### src/rtl/sdac_pkg.sv
package sdac_pkg;
    parameter int SAMPLE_W    = 20;
    parameter int FRAME_LEN   = 24;
    parameter int DIV_W       = 8;
    parameter int LE_LOW_BITS = 2;

    localparam int PAD_BITS = FRAME_LEN - SAMPLE_W;
    localparam int SLOT_W   = $clog2(FRAME_LEN);

    typedef logic [SAMPLE_W-1:0] sample_t;
    typedef logic [SLOT_W-1:0]   slot_t;

    typedef enum logic {ST_IDLE, ST_RUN} tx_st_e;

    typedef struct packed {
        tx_st_e st;
        slot_t  slot;
        logic   sd;
        logic   le_n;
    } tx_state_t;

    // Bit carried by a given slot: zero padding first, then sample MSB first.
    function automatic logic frame_bit(sample_t w, slot_t s);
        if (int'(s) < PAD_BITS) return 1'b0;
        return w[FRAME_LEN - 1 - int'(s)];
    endfunction
endpackage

### src/rtl/sdac_bclk_div.sv
module sdac_bclk_div
    import sdac_pkg::*;
(
    input  logic             clk,
    input  logic             rst,
    input  logic             run,
    input  logic [DIV_W-1:0] half_div,
    output logic             bclk,
    output logic             fall_evt
);
    logic [DIV_W-1:0] cnt;
    logic [DIV_W-1:0] half_eff;
    logic             hit;

    assign half_eff = (half_div == '0) ? DIV_W'(1) : half_div;
    assign hit      = (cnt >= half_eff - DIV_W'(1));
    assign fall_evt = run && hit && bclk;

    always_ff @(posedge clk) begin
        if (rst || !run) begin
            cnt  <= '0;
            bclk <= 1'b0;
        end else if (hit) begin
            cnt  <= '0;
            bclk <= ~bclk;
        end else begin
            cnt  <= cnt + DIV_W'(1);
        end
    end
endmodule

### src/rtl/sdac_framer.sv
module sdac_framer
    import sdac_pkg::*;
(
    input  logic    clk,
    input  logic    rst,
    input  logic    stop_en,
    input  logic    s_valid,
    output logic    s_ready,
    input  sample_t s_data,
    input  logic    bclk,
    input  logic    fall_evt,
    output logic    run,
    output logic    sdata,
    output logic    le_n
);
    localparam slot_t LAST_SLOT = slot_t'(FRAME_LEN - 1);
    localparam slot_t LE_UP     = slot_t'(LE_LOW_BITS);

    tx_state_t r, nxt;
    sample_t   held, held_nxt, word;
    logic      frame_end, take, go;
    slot_t     slot_inc;

    assign run       = (r.st == ST_RUN);
    assign frame_end = run && fall_evt && (r.slot == LAST_SLOT);
    assign s_ready   = (r.st == ST_IDLE) || frame_end;
    assign take      = s_ready && s_valid;
    assign go        = s_ready && (s_valid || !stop_en);
    assign word      = take ? s_data : held;
    assign slot_inc  = r.slot + slot_t'(1);
    assign sdata     = r.sd;
    assign le_n      = r.le_n;

    always_comb begin
        nxt      = r;
        held_nxt = take ? s_data : held;
        if (go) begin
            nxt.st   = ST_RUN;
            nxt.slot = '0;
            nxt.sd   = frame_bit(word, '0);
            if (frame_end) nxt.le_n = 1'b0;
        end else if (frame_end) begin
            nxt.st   = ST_IDLE;
            nxt.slot = '0;
            nxt.sd   = 1'b0;
            nxt.le_n = 1'b0;
        end else if (run && fall_evt) begin
            nxt.slot = slot_inc;
            nxt.sd   = frame_bit(held, slot_inc);
            if (slot_inc == LE_UP) nxt.le_n = 1'b1;
        end
    end

    always_ff @(posedge clk) begin
        if (rst) begin
            r    <= '{st: ST_IDLE, slot: '0, sd: 1'b0, le_n: 1'b1};
            held <= '0;
        end else begin
            r    <= nxt;
            held <= held_nxt;
        end
    end

    AST_STABLE_WHILE_HIGH: assert property (@(posedge clk) disable iff (rst)
        (bclk && $past(bclk)) |-> ($stable(r.sd) && $stable(r.le_n)));

    AST_LE_FALLS_WITH_BCLK: assert property (@(posedge clk) disable iff (rst)
        $fell(r.le_n) |-> (!bclk && $past(bclk)));

    AST_READY_SINGLE: assert property (@(posedge clk) disable iff (rst)
        (s_ready && (s_valid || !stop_en)) |=> !s_ready);

    AST_PAD_ZERO: assert property (@(posedge clk) disable iff (rst)
        (run && (int'(r.slot) < PAD_BITS)) |-> !r.sd);
endmodule

### src/rtl/sdac_tx.sv
module sdac_tx
    import sdac_pkg::*;
(
    input  logic                clk,
    input  logic                rst,
    input  logic [DIV_W-1:0]    half_div,
    input  logic                stop_en,
    input  logic                s_valid,
    output logic                s_ready,
    input  logic [SAMPLE_W-1:0] s_data,
    output logic                bclk_o,
    output logic                sdata_o,
    output logic                le_n_o
);
    logic run, fall_evt, bclk;

    sdac_bclk_div u_div (
        .clk      (clk),
        .rst      (rst),
        .run      (run),
        .half_div (half_div),
        .bclk     (bclk),
        .fall_evt (fall_evt)
    );

    sdac_framer u_framer (
        .clk      (clk),
        .rst      (rst),
        .stop_en  (stop_en),
        .s_valid  (s_valid),
        .s_ready  (s_ready),
        .s_data   (s_data),
        .bclk     (bclk),
        .fall_evt (fall_evt),
        .run      (run),
        .sdata    (sdata_o),
        .le_n     (le_n_o)
    );

    assign bclk_o = bclk;
endmodule

### config.mk
export PLATFORM = sky130hd
export DESIGN_NAME = sdac_tx
export DESIGN_NICKNAME = d
export VERILOG_FILES = /design/src/rtl/sdac_pkg.sv /design/src/rtl/sdac_bclk_div.sv /design/src/rtl/sdac_framer.sv /design/src/rtl/sdac_tx.sv
export SDC_FILE = /design/constraint.sdc
export NUM_CORES = 1
export LEC_CHECK = 0
export ABC_AREA = 1
export BUFFER_PORTS_ARGS = -buffer_cell sky130_fd_sc_hd__buf_2
export CAP_MARGIN = 5
export CORE_ASPECT_RATIO = 0.6
export CORE_UTILIZATION = 40
export CTS_CLUSTER_DIAMETER = 120
export DETAILED_ROUTE_END_ITERATION = 16
export PLACE_DENSITY = 0.61
export SLEW_MARGIN = 20
export SYNTH_ARGS = -nofsm -noshare
export SYNTH_HDL_FRONTEND = slang
export SYNTH_SLANG_ARGS = --single-unit
export TNS_END_PERCENT = 50
### constraint.sdc
create_clock -name clk -period 8 [get_ports clk]
set_input_delay 1.6 -clock clk [delete_from_list [all_inputs] [get_ports clk]]
set_output_delay 1.6 -clock clk [all_outputs]
set_load 0.05 [all_outputs]
Word-level counts from Yosys, hierarchy flattened
Index checks and enable logic that the tools add are counted.
W data, S select, Z words.

storage, ports and cells
  flip-flop bits (word level) = 37
  output and inout port bits = 4
  input bits = 32
  word-level logic and storage cells = 55

operators by class
  bitwise logic cells = 2
  eq/ne operators = 3
  add/subtract/negate cells = 4
  $lt $le $gt $ge = 3
  multiplexer cells = 17
  reductions and logical operators = 19

operators with widths
  kind                   number
  $lt A32 B7 Y1 const B  1
  $mux W8                2
  $mux W7                2
  $mux W1                12
  $add A8 B1 Y8 const B  1
  $ge A8 B8 Y1           1
  $logic_not A8 Y1       1
  $sub A8 B1 Y8 const B  1
  $logic_and A1 B1 Y1    6
  $reduce_bool A2 Y1     3
  $sub A5 B5 Y6 const A  1
  $add A5 B1 Y5 const B  1
  $bmux W1 S5            1
  $eq A5 B2 Y1 const B   1
  $eq A5 B5 Y1 const B   1
  $lt A5 B3 Y1 const B   1
  $logic_or A1 B1 Y1     3
  $reduce_and A3 Y1      1
  $reduce_bool A3 Y1     1
  $reduce_or A3 Y1       1
  $logic_not A1 Y1       2
  $ne A2 B1 Y1 const B   1
  $not A1 Y1             2
  $reduce_or A2 Y1       1

Depth between registers and ports, before layout
Gate-level depths: netlist of run 1.

  depth in word-level cells = 15
  depth in mapped cells = 20
  mapped depth without buffers = 19

Hierarchy
Synthesis of run 1 repeated with hierarchy kept, for this count alone.

second synthesis, totals
  cells, all modules = 299
  area, all modules = 2097.0 µm²

by module, submodules not included
  module         sequential area each (µm²)  cells each  area each (µm²)  instances
  sdac_framer    560.5                       195         1348.8           1
  sdac_bclk_div  180.2                       104         748.2            1

Worst setup path before layout of run 1
Ideal clock, no wire load.

  path type = input to output
  start point = input half_div[7]
  end point = output s_ready
  stages = 15
  data required time = 6.400 ns
  buffers on the path = 1
  arrival time = 3.624 ns
  setup slack = 2.776 ns
  path through = or2_2 -> o21bai_1 -> inv_1 -> ha_1 -> nand2_1 -> nor3_1 -> xor2_1 -> inv_1 -> ha_1 -> nand2_1 -> o21a_1 -> nand2_4 -> nand3_4 -> nand2_4 -> buf_6

on the way
  word-level cells in the longest chain between the ends = 9

ends and longest elaborated chain
  item                                   RTL line             source
  start, declared                        sdac_tx.sv:6         input logic [DIV_W-1:0] half_div,
  $logic_not A8 Y1                       sdac_bclk_div.sv:15  assign half_eff = (half_div == '0) ? DIV_W'(1) : half_div;
  $mux W8 (*)                            sdac_bclk_div.sv:15
  $sub A8 B1 Y8 (*)                      sdac_bclk_div.sv:16  assign hit = (cnt >= half_eff - DIV_W'(1));
  $ge A8 B8 Y1 (*)                       sdac_bclk_div.sv:16
  $logic_and A1 B1 Y1 (*) (2 in series)  sdac_bclk_div.sv:17  assign fall_evt = run && hit && bclk;
  $logic_and A1 B1 Y1 (*) (2 in series)  sdac_framer.sv:25    assign frame_end = run && fall_evt && (r.slot == LAST_SLOT);
  $logic_or A1 B1 Y1 (*)                 sdac_framer.sv:26    assign s_ready = (r.st == ST_IDLE) || frame_end;
  end, declared                          sdac_tx.sv:9         output logic s_ready,

Mark *: on every way between the ends. The rest lies on a longest branch, timed or not.

Final worst setup path of run 1
Same ends and word-level chain as after synthesis.

==> impl_metrics.tcl, run 1 <==
set metrics [dict create \
    ys_seq_area_frac 0.3249 \
    synth_ff_type "dfxtp_1" \
    pwr-share-comb 0.147 \
    cts_tree "yes" \
    rows 20 \
    die_w_um 99.46 \
    reg2reg_from "u_framer.r[2]" \
    boundaryPins 36 \
    reg2reg_depth 8 \
    syn_inst 322 \
    cts_max_path_buffers 2 \
    wl_per_cell_um 11.36 \
    slowest_stage "nand2_4" \
    clk_pin_slew_worst_paths_ns 0.07 \
    hold_slack_ns 0.4772 \
    grt_pass1_wl_mm 8.459 \
    synth.distinct_cells 31 \
    antenna_found_initial 0 \
    htree_levels 2 \
    dp_hpwl_mm 3.514 \
    p_int_w 0.0002787 \
    vias 2037 \
    worst_pin_slew_ns 0.7972 \
    dieArea_um2 6015 \
    syn_area_um2 2280 \
    leakagePower_nw 1.107 \
    yosysWarnings 0 \
    post_cts_buffers 0 \
    hp-class "register to register" \
    synth-seq-cells 37 \
    net-switching-power_w 0.0001099 \
    fin_util 0.4829 \
    drt_first_pass_iters 4 \
    status "completed" \
    fin_tns_setup_ns 0 \
    grt_use_total 0.1817 \
    post-place-ws_ns 2.131 \
    via_per_inst 4.759 \
    postCtsResizedCells 0 \
    worstSetupPathType "input port to output pin" \
    end_kind "output pin" \
    drcViolationCount 0 \
    syn_nets 368 \
    syn2layout_area_growth_pct 11.86 \
    irDropWorstVdd_v 0.00006169 \
    drive_gt1_frac 0.1567 \
    initialDrtViolationCount 66 \
    clock_latency_ns 0.30 \
    p_clk_frac 0.338 \
    drt_wl_total_mm 4.861 \
    fmax_ghz 0.1701 \
    start_kind "input port" \
    final-setup-viol-count 0 \
    fin_ws_ns 2.123 \
    cp_slowest_stage_delay_ns 0.35 \
    grt_start_max_net_pins 44 \
    io_buffers 35 \
    finalHoldViolCount 0 \
    final_nets 396 \
    switching_share 0.2829 \
    critPathLaunch "half_div[7]" \
    avgSynthCellArea_um2 7.080 \
    fin_crit_sh 0.7347 \
    crit_arrival_ns 4.28 \
    grt_overflow 0 \
    cts.sinks 37 \
    initial_core_util 0.4318 \
    power_w 0.0003886 \
    worstSetupEndpoint "s_ready" \
    reg2reg_slack_ns 5.72 \
    placeableCoreArea_um2 5280 \
    root_buffer "clkbuf_8" \
    first_global_vias 1790 \
    die_y_um 60.48 \
    crit_chain "buf_2 > or2_2 > o21bai_1 > inv_1 > ha_1 > nand2_1 > nor3_1 > xor2_1 > inv_1 > ha_1 > nand2_1 > o21a_1 > nand2_4 > nand3_4 > nand2_4 > buf_2" \
    skew_ns 0.01231 \
    sequentialPowerShare 0.514 \
    reg2reg_to "u_framer.r[4]" \
    rsz0062_at_grt "false" \
    synthArstFlopShare 0 \
    cts_made_buffers 5 \
    maxSlewHeadroom 0.4680 \
    cts-hold-fix-buffers 0 \
    drv_cap 0 \
    ant_nets 0 \
    synth_edf_count 0 \
    cp.required_ns 6.40 \
    min_period_ns 5.877 \
    path_max_fanout 43 \
    power_density_nw_per_um2 152.4 \
    gp_congestion 0.7655 \
    finalMaxSlewViolations 0 \
    diodes 0 \
]
[area by class of cell]
class	instances	area (um^2)
inverters	30	112.6
multi-input cells	241	1338
flip-flops and latches	37	740.7
clock buffers	6	72.57
fillers	564	2730
well taps	77	96.34
clock inverters	2	15.01
repair buffers	35	175.2
[cell usage in the layout, fill, tap and decap left out, types with 2 or more instances in the layout]
cell type / n
clkbuf_8: 5
nor2_2: 2
nor2_1: 40
nand2_2: 2
nand4_1: 4
nand3b_1: 21
dfxtp_1: 37
inv_1: 30
a21oi_1: 27
nor3_1: 3
o21ai_1: 5
nor3b_1: 2
clkinvlp_4: 2
nand2_1: 74
or2_2: 3
o21bai_1: 2
buf_2: 35
xnor2_1: 3
nand3_1: 24
o21a_1: 2
nand2_4: 2
xor2_1: 5
ha_1: 14
[cells in the mapped netlist (3+ instances only)]
cell type / instances / area, um^2
buf_1: 3 / 11.26
ha_1: 14 / 175.2
inv_1: 30 / 112.6
nor3_1: 3 / 15.01
nand3b_1: 21 / 157.7
buf_6: 4 / 45.04
clkbuf_1: 4 / 15.01
dfxtp_1: 37 / 740.7
a21oi_1: 27 / 135.1
xor2_1: 5 / 43.79
nand3_1: 24 / 120.1
nor2_1: 40 / 150.1
nand2_1: 74 / 277.8
o21ai_1: 5 / 25.02
or2_2: 3 / 18.77
xnor2_1: 3 / 26.28
nand4_1: 4 / 25.02
[power by group through the flow]
stage	Combinational [W]	Clock [W]	Sequential, W
2_1_floorplan	0.0000452	0	0.000202
6_report	0.0000572	0.000131	0.000200
3_3_place_gp	0.0000566	0	0.000204
4_1_cts	0.0000579	0.000135	0.000200
5_1_grt	0.0000663	0.000144	0.000201
3_5_place_dp	0.0000576	0	0.000204
[logic make-up after synthesis]
kind of cell | share of synthesized area
AOI/OAI and AO/OA | 0.09001
DFF | 0.3249
adders and majority gates | 0.07684
and+or+nand+nor | 0.3820
xor gates and xnor gates | 0.03787
buffers and inverters | 0.08836
[state kept, by name (all words and copies together) (netlist names)]
register,count
u_framer.held,20
u_framer.run,1
u_framer.le_n,1
u_framer.r,5
u_framer.sdata,1
u_div.cnt,8
u_div.bclk,1
[worst max-delay path: cells and delay by family]
| family | cells | cell delay (ns) |
|---|---|---|
| buf+inv | 4 | 0.60 |
| xor+xnor | 1 | 0.13 |
| compound gates | 2 | 0.41 |
| fa+ha+maj | 2 | 0.47 |
| simple gates | 7 | 1.04 |
[layer usage]
metal	GRT usage	share of wire
met5	0	0
met3	0.04378	0.043
met4	0.06723	0.0062
met1	0.2730	0.57
met2	0.2490	0.38
[how the worst min path moves through the flow]
| stage | from | to | cells after the start |
|---|---|---|---|
| 6_report | u_framer.le_n | u_framer.le_n | 2 |
| 5_1_grt | u_framer.held[6] | u_framer.held[6] | 2 |
| 4_1_cts | u_div.cnt[7] | u_div.cnt[7] | 2 |
| 3_5_place_dp | u_framer.le_n | u_framer.le_n | 2 |
| 3_3_place_gp | u_div.cnt[0] | u_div.cnt[0] | 1 |
| 2_1_floorplan | u_div.cnt[0] | u_div.cnt[0] | 1 |
[through the flow]
step / std cells / cell area [um^2]
2_1_floorplan: 322 / 2280
4_1_cts: 428 / 2550
3_3_place_gp: 420 / 2462
3_5_place_dp: 420 / 2462
6_report: 428 / 2550
5_1_grt: 428 / 2550
Power figures use the tool's default switching activity.
==> run 2: changes to the inputs <==
- ABC_AREA: 1 -> 0
- PLACE_DENSITY: 0.61 -> 0.62
- clock period: 8 -> 5.16 ns (I/O delays scaled with it)
==> run 2 against run 1 <==
Against the previous run: total power is 70% higher; critical path type unchanged; clock skew is 0.0038 ns lower; critical path depth is 3 lower; synthesized cell count is 3.4% lower; largest cell class unchanged; highest routed layer unchanged; global-route usage is 3.1 points higher; final area is 14% higher; count of clock-buffer cells in the layout is 1 higher; sequential share of layout area is 3.6 points lower; hold slack worse by 0.0091 ns; via count is 18% higher; wire length is 32% higher.
==> impl_metrics.tcl, run 2 <==
set metrics [dict create \
    drcViolationCount 0 \
    skew_ns 0.008499 \
    rsz0062_at_grt "false" \
    first_global_vias 2245 \
    largest_register "u_framer.held" \
    yosys.area.top_type_share 0.2885 \
    diodes 0 \
    gp_congestion 0.7940 \
    largest_reg_flops 20 \
    worstSetupPathType "input port to output pin" \
    start_kind "input port" \
    finalHoldViolCount 0 \
    min_period_ns 4.967 \
    placeableCoreArea_um2 6166 \
    cts_max_path_buffers 2 \
    fin_crit_sh 0.9626 \
    cts-hold-fix-buffers 0 \
    clock_latency_ns 0.29 \
    fin_util 0.4716 \
    drive_gt1_frac 0.1832 \
    final_cell_mix "nand2_1 (49), dfxtp_1 (37), buf_2 (34)" \
    cp.required_ns 4.13 \
    ys_seq_area_frac 0.2885 \
    grt_overflow 0 \
    fin_tns_setup_ns 0 \
    leakagePower_nw 1.005 \
    antenna_found_initial 0 \
    final_common_cell "nand2_1" \
    initial_core_util 0.4164 \
    cts.sinks 37 \
    via_per_inst 5.760 \
    synth_ff_type "dfxtp_1" \
    drt_wl_total_mm 6.397 \
    rows 22 \
    dieArea_um2 6753 \
    worst_pin_slew_ns 0.7345 \
    final-setup-viol-count 0 \
    clk_pin_slew_worst_paths_ns 0.07 \
    reg2reg_slack_ns 2.30 \
    synth_common_cells "nand2_1 (49), dfxtp_1 (37), clkbuf_1 (25), or4_1 (23)" \
    end_kind "output pin" \
    syn_nets 357 \
    yosysWarnings 0 \
    vias 2402 \
    avgSynthCellArea_um2 8.256 \
    syn_inst 311 \
    cts_made_buffers 5 \
    power_density_nw_per_um2 227.1 \
    initialDrtViolationCount 173 \
    yosysMostFrequentCell "nand2_1" \
    top_regs "u_framer.held: 20 flops, u_div.cnt: 8 flops, u_framer.r: 5 flops" \
    dp_hpwl_mm 4.425 \
    grt_use_total 0.2125 \
    hp-class "register to register" \
    synth_largest_area_cell "dfxtp_1" \
    syn2layout_area_growth_pct 13.26 \
    fmax_ghz 0.2013 \
    irDropWorstVdd_v 0.00008893 \
    synth-seq-cells 37 \
    final_nets 378 \
    drt_first_pass_iters 4 \
    die_y_um 64.06 \
    fillers 606 \
    synth.distinct_cells 40 \
    syn_area_um2 2567 \
    wl_per_cell_um 15.34 \
    io_buffers 35 \
    maxSlewHeadroom 0.5098 \
    finalMaxSlewViolations 0 \
    grt_pass1_wl_mm 11.32 \
    root_buffer "clkbuf_8" \
    die_w_um 105.4 \
    status "completed" \
    drv_cap 0 \
    ant_nets 0 \
    htree_levels 2 \
    synthArstFlopShare 0 \
    boundaryPins 36 \
    synthTopCellsByArea "dfxtp_1 (29%), nand2_1 (7.2%), ha_1 (6.8%), o311ai_0 (6.8%), or4_1 (6.7%)" \
    grt_start_max_net_pins 44 \
    synth_edf_count 0 \
    cts_tree "yes" \
    path_max_fanout 3 \
    crit_arrival_ns 3.94 \
]
run 2: cell count changes in the layout (fill, tap and decap cells not counted), moves of 16 or more:
| cell | previous run | this run |
|---|---|---|
| a21oi_1 | 27 | 3 |
| a31oi_1 | 0 | 21 |
| inv_1 | 30 | 11 |
| nand2_1 | 74 | 49 |
| nand3_1 | 24 | 8 |
| nand3b_1 | 21 | 2 |
| nor2_1 | 40 | 15 |
| nor3b_1 | 2 | 21 |
| o311ai_0 | 0 | 20 |
| or4_1 | 0 | 23 |
run 2: critical path, cell delays in order:
cell and delay, ns:
buf_2 0.11, or3_1 0.39, or4_1 0.45, o21bai_2 0.22, inv_1 0.09, ha_1 0.23, xnor2_1 0.14, ha_1 0.27
o21ai_1 0.06, a211o_1 0.33, o21ba_4 0.21, o21ai_2 0.17, buf_4 0.22
run 2: kinds of logic (layout without fill, tap and decap cells):
logic type	after synthesis	after routing	synth area share
DFF	37	37	0.2885
adders and majority gates	14	14	0.06823
xor gates and xnor gates	15	15	0.05117
and+or+nand+nor	132	132	0.2802
buffers and inverters	39	61	0.06092
muxes	5	5	0.04386
AOI/OAI and AO/OA	69	69	0.2071
run 2: worst paths after layout:
kind                                    from                to  cells past startpoint
worst min-delay path            u_div.cnt[0]      u_div.cnt[0]                      1
worst max register to register  u_div.cnt[0]  u_framer.held[5]                      9
worst min register to register  u_div.cnt[0]      u_div.cnt[0]                      1
worst max-delay path             half_div[3]           s_ready                     13
run 2: stage by stage:
stage / hold WS (ns) / total power [W] / setup slack, ns / instances / area, um^2
4_1_cts: 0.4708 / 0.0006675 / 0.03269 / 417 / 2902
6_report: 0.4681 / 0.0006605 / 0.1929 / 417 / 2908
2_1_floorplan: 0.4297 / 0.0003718 / 0.09519 / 311 / 2567
3_3_place_gp: 0.4462 / 0.0004049 / 0.1313 / 409 / 2785
5_1_grt: 0.4997 / 0.0006973 / 0.01754 / 417 / 2908
3_5_place_dp: 0.4536 / 0.0004058 / 0.04361 / 409 / 2785
run 2: layout make-up:
cell class / instances / area, um^2 / area share
Multi-Input combinational cell: 235 / 1674 / 0.5757
Sequential cell: 37 / 740.7 / 0.2547
Timing Repair Buffer: 42 / 230.2 / 0.07917
Tap cell: 84 / 105.1 / 0.03614
Clock buffer: 7 / 86.33 / 0.02969
Inverter: 11 / 41.29 / 0.01420
Clock inverter: 1 / 30.03 / 0.01033
run 2: layer usage:
layer / track usage / wire length [um]
met5: 0 / 0
met2: 0.2969 / 2463
met4: 0.04930 / 44
met3: 0.05102 / 498
met1: 0.3215 / 3390
run 2: what timing repair did:
item                                    4_1_cts  5_1_grt
resized for setup                             0        3
buffers inserted                              0        0
endpoints found under the setup margin        0        1
run 2: report_power, final:
| group | switching (W) | total [W] | internal [W] |
|---|---|---|---|
| combinational | 0.0000538 | 0.0000922 | 0.0000384 |
| clock | 0.000102 | 0.000260 | 0.000158 |
| sequential | 0.00000956 | 0.000308 | 0.000299 |
| total | 0.000166 | 0.000660 | 0.000495 |
